$ cat config.mk
export PLATFORM = sky130hd
export DESIGN_NAME = alu_cc_top
export DESIGN_NICKNAME = d
export VERILOG_FILES = /design/src/rtl/alu_cc_pkg.sv /design/src/rtl/alu_cc_arith.sv /design/src/rtl/alu_cc_logic.sv /design/src/rtl/alu_cc_flagreg.sv /design/src/rtl/alu_cc_top.sv
export SDC_FILE = /design/constraint.sdc
export NUM_CORES = 1
export LEC_CHECK = 0
export ABC_AREA = 1
export BUFFER_PORTS_ARGS = -buffer_cell sky130_fd_sc_hd__buf_2
export CELL_PAD_IN_SITES_DETAIL_PLACEMENT = 0
export CELL_PAD_IN_SITES_GLOBAL_PLACEMENT = 1
export CORE_MARGIN = 2
export CORE_UTILIZATION = 36
export CTS_CLUSTER_DIAMETER = 200
export DETAILED_ROUTE_END_ITERATION = 8
export GPL_TIMING_DRIVEN = 0
export PLACE_DENSITY = 0.87
export SETUP_SLACK_MARGIN = 0.15
export SLEW_MARGIN = 30
export SYNTH_ARGS = -nofsm -noshare
export SYNTH_HDL_FRONTEND = slang
export SYNTH_HIERARCHICAL = 1
export SYNTH_SLANG_ARGS = --single-unit
$ cat constraint.sdc
create_clock -name clk -period 3.7 [get_ports clk]
set_input_delay 0.74 -clock clk [delete_from_list [all_inputs] [get_ports clk]]
set_output_delay 0.74 -clock clk [all_outputs]
set_load 0.01 [all_outputs]
$ cat src/rtl/alu_cc_pkg.sv
package alu_cc_pkg;
  typedef enum logic [2:0] {
    OP_ADD  = 3'd0,
    OP_SUB  = 3'd1,
    OP_CMP  = 3'd2,
    OP_AND  = 3'd3,
    OP_OR   = 3'd4,
    OP_XOR  = 3'd5,
    OP_PASS = 3'd6,
    OP_RSVD = 3'd7
  } alu_op_e;

  localparam int unsigned FLAG_W = 4;
  localparam int unsigned FLG_N  = 3;
  localparam int unsigned FLG_Z  = 2;
  localparam int unsigned FLG_V  = 1;
  localparam int unsigned FLG_C  = 0;
endpackage

$ cat src/rtl/alu_cc_arith.sv
module alu_cc_arith #(
  parameter int unsigned W = 32
) (
  input  logic [W-1:0] a,
  input  logic [W-1:0] b,
  input  logic         sub,
  output logic [W-1:0] sum,
  output logic         carry,
  output logic         ovf
);
  localparam int unsigned XW = W + 1;

  // Full-width add with carry-in; the carry-out lands in the top bit.
  function automatic logic [XW-1:0] add_wide(input logic [W-1:0] x,
                                             input logic [W-1:0] y,
                                             input logic cin);
    return {1'b0, x} + {1'b0, y} + {{W{1'b0}}, cin};
  endfunction

  // Signed overflow: equal input signs, differing output sign.
  function automatic logic sgn_ovf(input logic xs, input logic ys, input logic ss);
    return (xs == ys) && (ss != xs);
  endfunction

  logic [W-1:0]  b_eff;
  logic [XW-1:0] wide;

  always_comb begin
    b_eff = sub ? ~b : b;
    wide  = add_wide(a, b_eff, sub);
    sum   = wide[W-1:0];
    carry = wide[W];
    ovf   = sgn_ovf(a[W-1], b_eff[W-1], wide[W-1]);
  end
endmodule

$ cat src/rtl/alu_cc_logic.sv
module alu_cc_logic #(
  parameter int unsigned W = 32
) (
  input  logic [W-1:0]            a,
  input  logic [W-1:0]            b,
  input  alu_cc_pkg::alu_op_e     op,
  output logic [W-1:0]            y
);
  import alu_cc_pkg::*;

  always_comb begin
    unique case (op)
      OP_AND:  y = a & b;
      OP_OR:   y = a | b;
      OP_XOR:  y = a ^ b;
      OP_PASS: y = a;
      default: y = '0;
    endcase
  end
endmodule

$ cat src/rtl/alu_cc_flagreg.sv
module alu_cc_flagreg #(
  parameter int unsigned FW = 4
) (
  input  logic          clk,
  input  logic          rst_n,
  input  logic          load,
  input  logic [FW-1:0] d,
  output logic [FW-1:0] q
);
  always_ff @(posedge clk or negedge rst_n) begin
    if (!rst_n)
      q <= '0;
    else if (load)
      q <= d;
  end
endmodule

$ cat src/rtl/alu_cc_top.sv
module alu_cc_top #(
  parameter int unsigned W = 32
) (
  input  logic         clk,
  input  logic         rst_n,
  input  logic [W-1:0] op_a,
  input  logic [W-1:0] op_b,
  input  logic [2:0]   op_sel,
  input  logic         flag_we,
  output logic [W-1:0] result,
  output logic         result_we,
  output logic [3:0]   flags
);
  import alu_cc_pkg::*;

  alu_op_e      op;
  logic         op_is_arith;
  logic         op_is_sub;
  logic         op_is_logic;
  logic         op_known;
  logic         flag_upd;
  logic [W-1:0] arith_y;
  logic [W-1:0] logic_y;
  logic         arith_c;
  logic         arith_v;
  logic [FLAG_W-1:0] flags_d;

  assign op = alu_op_e'(op_sel);

  always_comb begin
    op_is_arith = (op == OP_ADD) || (op == OP_SUB) || (op == OP_CMP);
    op_is_sub   = (op == OP_SUB) || (op == OP_CMP);
    op_is_logic = (op == OP_AND) || (op == OP_OR) || (op == OP_XOR) || (op == OP_PASS);
    op_known    = op_is_arith || op_is_logic;
    flag_upd    = flag_we && op_known;
  end

  alu_cc_arith #(.W(W)) u_arith (
    .a(op_a), .b(op_b), .sub(op_is_sub),
    .sum(arith_y), .carry(arith_c), .ovf(arith_v)
  );

  alu_cc_logic #(.W(W)) u_logic (
    .a(op_a), .b(op_b), .op(op), .y(logic_y)
  );

  always_comb begin
    result    = op_is_arith ? arith_y : logic_y;
    result_we = op_known && (op != OP_CMP);
    flags_d          = flags;
    flags_d[FLG_N]   = result[W-1];
    flags_d[FLG_Z]   = (result == '0);
    if (op_is_arith) begin
      flags_d[FLG_V] = arith_v;
      flags_d[FLG_C] = arith_c;
    end
  end

  alu_cc_flagreg #(.FW(FLAG_W)) u_flags (
    .clk(clk), .rst_n(rst_n), .load(flag_upd), .d(flags_d), .q(flags)
  );
endmodule

==> metrics.md, run 1 <==
| Metric | Value |
|---|---|
| Critical path startpoint category | `primary input` |
| Synthesized Nets | `1240` |
| Post-synth top area cell | `ha_1` |
| Final max-slew violation count | `0` |
| DRT Pass-1 Iters | `5` |
| Initial antenna violation count | `0` |
| Placed cell area | `6830 um2` |
| Area growth syn-to-layout | `38.1%` |
| First-pass GRT wire length | `36600 um` |
| Worst Tran Pin Value | `0.786 ns` |
| # IOs | `107` |
| Clock Power Share | `0.086` |
| Worst clock skew | `0 ns` |
| Compound-gate portion of the synthesized area | `0.0594` |
| DIE AREA | `17500 um2` |
| Layout cells sized above 1 | `0.313` |
| Hold Vio Cnt, Final | `0` |
| Slew HR | `0.476` |
| CP Max Fanout | `7` |
| Iteration-0 DRC Markers | `581` |
| Clock root buffer | `clkbuf_16` |
| Synth warnings | `6` |
| Outcome | `finished, violations left` |
| Cells after Synth | `1074` |
| Worst-Skew Late Latency | `0.22 ns` |
| CTS tree | `done` |
| Syn Std Cell Area | `5940 um2` |
| TritonCTS Buffers | `3` |
| DP HPWL | `17800 um` |
| DR DRC count | `0` |
| Largest registers | `u_flags/q: 4 flops` |
| EDFF count, synth | `0` |
| Syn_area_per_cell | `5.53 um2` |
| Seq/Total Area, Yosys | `0.0168` |
| Largest net degree at the start of global routing | `11` |
| VDD IR-drop max | `140 uV` |
| Crit path max-delay cell type | `ha_2` |
| Final core occ | `0.513` |
| Max reg flops | `4` |
| Crit path capture type | `primary output` |
| Filler cell count | `1702` |
| R2R Path Start | `u_flags/q[0]$_DFFE_PN0P_` |
| Sw Pwr | `1030 uW` |
| Wirelength per Cell | `16.6 um` |
| Post-synthesis simple-gate area fraction | `0.448` |
| Final Wtd Congestion | `0.986` |
| Int Power | `899 uW` |
| Async set-reset flop share out of synthesis | `1.00` |
| Switching Share | `0.535` |
| Critical path, cell by cell | `buf_12, nand2_8, nand2_8, buf_12, nor2_4, buf_12, buf_12, xor2_1, ha_2, nand2_2, o21ai_4, nand2_1, nand2_2, nand2_2, nand3_4, nand2_1, nand3_1, nand2_1, nand2_1, nand3_1, nand2_1, buf_2` |
| Nets | `1403` |
| # clock sinks | `4` |
| IO buf count | `106` |
| FMAX | `245 MHz` |
| CTS Hold Bufs | `0` |
| WL final | `24100 um` |
| CTS H-tree lvls | `1` |
| Clk slew on worst S/H paths | `0.03 ns` |
| Die Y | `132 um` |
| Diode count | `0` |
| Vias post-DR | `7554` |
| Vias in the first global route | `6930` |
| Final Critical Period | `4.09 ns` |
| RSZ-0062 raised after global routing | `true` |
| All-Layer GR Usage | `0.258` |
| Pre-CTS setup slack | `-0.795 ns` |
| CTS max path bufs | `2` |
| Failing checks | `negative setup slack` |
| Commonest cells post-synth | `nand2_1, inv_1, nand4_1` |
| PD cells | `235 nW/um2` |
| Leakage power | `0.00460 uW` |
| Number of max-cap violations | `0` |
| Count of cell types in the netlist | `33` |
| Synth area leaders | `ha_1, nand2_1, inv_1` |
| Post-route ant nets | `0` |
| Crit path top cell by count | `nand2_1` |
| Ys flop type | `dfrtp_1` |
| Row count | `46` |
| Seq pwr share | `0.029` |
| Largest reg by FF count | `u_flags/q` |
| Period Utilization, post-route | `1.10` |
| HP Class | `primary input to async pin` |
| Setup ws final | `-0.387 ns` |
| Number of synthesized register bits | `4` |
| Synth Area in Adders | `0.203` |
| Setup TNS | `-7.21 ns` |
| Total core area | `16000 um2` |
| Top-area cell type share of the netlist area | `0.200` |
| Mux contribution to synthesized area | `0.00379` |
| Xor/xnor cell area share of the yosys netlist | `0.0766` |
| Placed cell count | `1396` |
| Combinational share of power | `0.884` |
| Gr ovfl total | `0` |
| Crit Path Class | `primary input to primary output` |
| Multi-input logic area | `5450 um2` |
| Design area | `8200 um2` |
| Worst EP required | `2.96 ns` |
| Initial Util | `0.371` |
| Vias/cell | `5.21` |
| Largest family of logic cells by synthesized area | `simple AND/OR/NAND/NOR gates` |
| Die width | `132 um` |
| Critical Path AT | `3.35 ns` |
| Total area of sequential cells | `100 um2` |
| Worst Setup SP | `op_sel[1]` |
| Count leader, synth | `nand2_1` |
| Crit-path max cell delay | `0.40 ns` |
| Final setup violation count | `29` |
| Cell Count, Final, Fillers Out | `1451` |
-- power groups by stage --
stage               sequential, uW  clock (uW)  combinational [uW]
finish                        56.5         167                1710
global route                  57.4         173                1850
CTS                           56.5         169                1460
detailed placement            56.8           0                1260
global placement              56.9           0                1260
floorplan                     60.3           0                 861
-- per-layer routing --
metal,global-route usage,up-vias,routed length [um]
met2,0.442,353,11200
met3,0.0207,61,2040
met4,0.0723,0,879
met1,0.346,3412,10000
li1,-,3728,-
met5,0,-,0
-- placed cells by master (no fill, tap or decap), drive strengths merged, types with 2 or more instances in the layout --
cell type,instances
xor2,49
mux2,2
nor4,2
clkbuf,5
ha,95
o21a,2
o21ai,16
nand3,89
a21o,4
buf,207
nand4,100
nor3,4
a21oi,33
nor2,81
dfrtp,4
nand2,317
xnor2,3
o21bai,5
inv,214
-- repair_timing --
item,4_1_cts,5_1_grt
pin swaps,48,73
endpoints found under the hold margin,0,0
setup endpoints to repair,31,30
resized for setup,97,114
setup buffers,34,16
cloned,1,1
-- stage by stage --
| step | power, uW | hold slack, ns |
|---|---|---|
| after floorplan | 921 | 0.444 |
| after global placement | 1320 | 0.459 |
| after detailed placement | 1320 | 0.460 |
| after CTS | 1690 | 0.312 |
| after global routing | 2080 | 0.317 |
| final | 1930 | 0.315 |
-- kinds of logic after synthesis --
logic type / count (synthesis)
buffers and inverters: 265
DFF: 4
AOI/OAI and AO/OA: 62
and+or+nand+nor: 593
muxes: 2
adders and majority gates: 96
xor gates and xnor gates: 52
-- worst max-delay path: cells and delay by family --
kind	cells	cell delay [ns]
compound gates	1	0.16
fa+ha+maj	1	0.40
xor+xnor	1	0.07
simple gates	14	1.27
buf+inv	5	0.68
-- path summary, 6_finish.rpt --
| kind | endpoint | slack (ns) | cells past startpoint |
|---|---|---|---|
| min | u_flags/q[2]$_DFFE_PN0P_ | 0.31 | 1 |
| min in group clk | u_flags/q[3]$_DFFE_PN0P_ | 0.46 | 2 |
| max in group asynchronous | u_flags/q[0]$_DFFE_PN0P_ | 3.27 | 1 |
| min reg2reg | u_flags/q[3]$_DFFE_PN0P_ | 0.46 | 2 |
| max reg2reg | u_flags/q[0]$_DFFE_PN0P_ | 2.81 | 3 |
| max | result[26] | -0.39 | 22 |
-- area by class of cell --
class,count,share of cell area
Multi-Input combinational cell,805,0.665
Timing Repair Buffer,158,0.132
Buffer,51,0.0497
Tap cell,216,0.0329
Sequential cell,4,0.0122
Clock buffer,3,0.00915
Inverter,214,0.0988
Note: power is estimated with default switching activity, not from simulation.
==> run 2, diff against run 1 <==
--- a/config.mk
+++ b/config.mk
@@ -10,11 +10,11 @@
 export CELL_PAD_IN_SITES_DETAIL_PLACEMENT = 0
 export CELL_PAD_IN_SITES_GLOBAL_PLACEMENT = 1
 export CORE_MARGIN = 2
-export CORE_UTILIZATION = 36
+export CORE_UTILIZATION = 43
 export CTS_CLUSTER_DIAMETER = 200
 export DETAILED_ROUTE_END_ITERATION = 8
 export GPL_TIMING_DRIVEN = 0
-export PLACE_DENSITY = 0.87
+export PLACE_DENSITY = 0.95
 export SETUP_SLACK_MARGIN = 0.15
 export SLEW_MARGIN = 30
 export SYNTH_ARGS = -nofsm -noshare
==> constraint.sdc (replaced) <==
create_clock -name clk -period 4.7 [get_ports clk]
set_input_delay 0.94 -clock clk [delete_from_list [all_inputs] [get_ports clk]]
set_output_delay 0.94 -clock clk [all_outputs]
set_load 0.01 [all_outputs]
==> metrics.md, run 2 (synthesis results as in run 1) <==
| Metric | Value |
|---|---|
| Commonest non-fill, non-tap cell in the layout | `nand2_1` |
| Wirelength per Cell | `16.9 um (+1.8%)` |
| Final setup violation count | `0 (-100%)` |
| All-Layer GR Usage | `0.301 (+0.0430)` |
| RSZ-0062 raised after global routing | `true` |
| Final max-slew violation count | `0 (unchanged)` |
| Crit-path max cell delay | `0.38 ns (-0.02 ns)` |
| WL final | `23700 um (-1.7%)` |
| Filler cell count | `1354 (-20%)` |
| CP Max Fanout | `7 (unchanged)` |
| CP delay by family, top | `simple AND/OR/NAND/NOR gates` |
| Outcome | `completed` |
| Worst Tran Pin Value | `0.795 ns (+0.00948 ns)` |
| VDD IR-drop max | `129 uV (-7.5%)` |
| Total core area | `13300 um2 (-17%)` |
| Layout cells sized above 1 | `0.277 (-0.0366)` |
| Critical path, cell by cell | `buf_12, nor2_1, nor2_4, buf_8, buf_6, buf_12, xor2_1, ha_1, nand2_2, nor2_1, nor2_2, buf_4, o21ai_0, nand2_1, nand3_1, xor2_1, nand3_1, nand2_2, buf_2` |
| Gr ovfl total | `0 (unchanged)` |
| Area growth syn-to-layout | `32.0%` |
| Crit path capture type | `primary output` |
| CP bufs+invs | `6 (+1)` |
| HP Class | `register to register` |
| CTS tree | `done` |
| Vias/cell | `5.36 (+3.0%)` |
| Clk slew on worst S/H paths | `0.03 ns (about the same)` |
| Largest net degree at the start of global routing | `11 (unchanged)` |
| Iteration-0 DRC Markers | `706 (+22%)` |
| Hold path startpoint | `u_flags/q[2]$_DFFE_PN0P_` |
| Hold depth | `2` |
| Leakage power | `0.00450 uW (-2.1%)` |
| CTS H-tree lvls | `1 (unchanged)` |
| Worst-Skew Late Latency | `0.22 ns (about the same)` |
| Setup ws final | `0.0598 ns (+0.447 ns)` |
| Largest registers | `u_flags/q: 4 flops` |
| Die width | `122 um (-8.2%)` |
| Number of max-cap violations | `0 (unchanged)` |
| DIE AREA | `14800 um2 (-16%)` |
| # clock sinks | `4 (unchanged)` |
| Critical Path AT | `3.70 ns (+0.35 ns)` |
| FMAX | `216 MHz` |
| Pre-CTS setup slack | `-0.555 ns (+0.240 ns)` |
| Critical path startpoint category | `primary input` |
| Initial Util | `0.445 (+0.0738)` |
| IO buf count | `106 (unchanged)` |
| Clock root buffer | `clkbuf_16` |
| CTS max path bufs | `2 (unchanged)` |
| Period Utilization, post-route | `0.987` |
| Worst clock skew | `0 ns (unchanged)` |
| Worst EP required | `3.76 ns (+0.80 ns)` |
| DRT Pass-1 Iters | `6 (+1)` |
| Worst Setup SP | `op_sel[1]` |
| Final core occ | `0.588 (+0.0749)` |
| First-pass GRT wire length | `34800 um (-4.9%)` |
| Final Wtd Congestion | `0.989 (+0.34%)` |
| Crit Path Class | `primary input to primary output` |
| Cell count along the critical path | `19 (-14%)` |
| DP HPWL | `17300 um (-2.5%)` |
| Largest reg by FF count | `u_flags/q` |
| Row count | `42 (-8.7%)` |
| R2R Path Start | `u_flags/q[1]$_DFFE_PN0P_` |
| Die Y | `122 um (-8.2%)` |
| TritonCTS Buffers | `3 (unchanged)` |
| Max reg flops | `4 (unchanged)` |
| Nets | `1393 (-0.71%)` |
| Most frequent cells in the layout | `nand2_1, inv_1, buf_2` |
| PD cells | `183 nW/um2 (-22%)` |
| Hold Vio Cnt, Final | `0 (unchanged)` |
| Final Critical Period | `4.64 ns` |
| DR DRC count | `0 (unchanged)` |
| Vias post-DR | `7509 (-0.60%)` |
| Vias in the first global route | `6743 (-2.7%)` |
| # IOs | `107 (unchanged)` |
| Crit path max-delay cell type | `ha_1` |
| Initial antenna violation count | `0 (unchanged)` |
| Diode count | `0 (unchanged)` |
| Reg2Reg Depth | `3 (unchanged)` |
| Slew HR | `0.470 (-0.00632)` |
| Post-route ant nets | `0 (unchanged)` |
==> run 2: worst reg2reg max path, delay by kind of cell, from the launching register on <==
kind             cells  cell delay (ns)
multiplexers         1             0.27
flip-flops           1             0.38
AND/OR/NAND/NOR      2             0.12
==> run 2: layout make-up <==
class,count,area [um2],share of cell area
multi-input cells,805,5260,0.671
well taps,176,220,0.0281
plain buffers,51,403,0.0514
flip-flops and latches,4,100,0.0128
inverters,214,811,0.103
clock buffers,3,75.1,0.00957
repair buffers,148,973,0.124
==> run 2: worst paths after layout <==
check | to | slack [ns]
min in group asynchronous | u_flags/q[2]$_DFFE_PN0P_ | 0.52
setup / recovery | result[19] | 0.06
hold reg to reg | u_flags/q[2]$_DFFE_PN0P_ | 0.46
hold / removal | u_flags/q[2]$_DFFE_PN0P_ | 0.46
setup reg to reg | u_flags/q[1]$_DFFE_PN0P_ | 3.82
max in group asynchronous | u_flags/q[1]$_DFFE_PN0P_ | 4.05
==> run 2: stage by stage <==
| stage | power, uW | TNS (ns) | hold WS, ns | instance area, um2 | instances |
|---|---|---|---|---|---|
| floorplan | 710 | 0 | 0.505 | 5940 | 1074 |
| global placement | 1020 | -8.99 | 0.456 | 6690 | 1356 |
| detailed placement | 1020 | -8.77 | 0.455 | 6690 | 1356 |
| CTS | 1240 | 0 | 0.463 | 7160 | 1378 |
| global route | 1550 | -0.230 | 0.516 | 7840 | 1401 |
| finish | 1430 | 0 | 0.462 | 7840 | 1401 |
==> run 2: timing repair <==
item,4_1_cts,5_1_grt
gates cloned,2,0
setup buffers,17,23
gates resized for setup,58,127
hold buffers,0,0
pin swaps,16,61
endpoints found under the setup margin,29,23
==> run 2: layer usage <==
layer | track usage | routed length [um] | part of all wire | vias up
met3 | 0.0389 | 1900 | 0.080 | 60
li1 | - | - | - | 3715
met5 | 0 | 0 | 0 | -
met1 | 0.395 | 9930 | 0.42 | 3393
met2 | 0.514 | 11000 | 0.47 | 341
met4 | 0.0920 | 818 | 0.035 | 0
==> run 2: power by group <==
part | internal (uW) | leakage (uW) | total, uW | switching, uW
registers | 40.7 | 0.0000528 | 44.8 | 4.11
clock network | 109 | 0.0000370 | 133 | 24.2
logic | 504 | 0.00441 | 1260 | 753
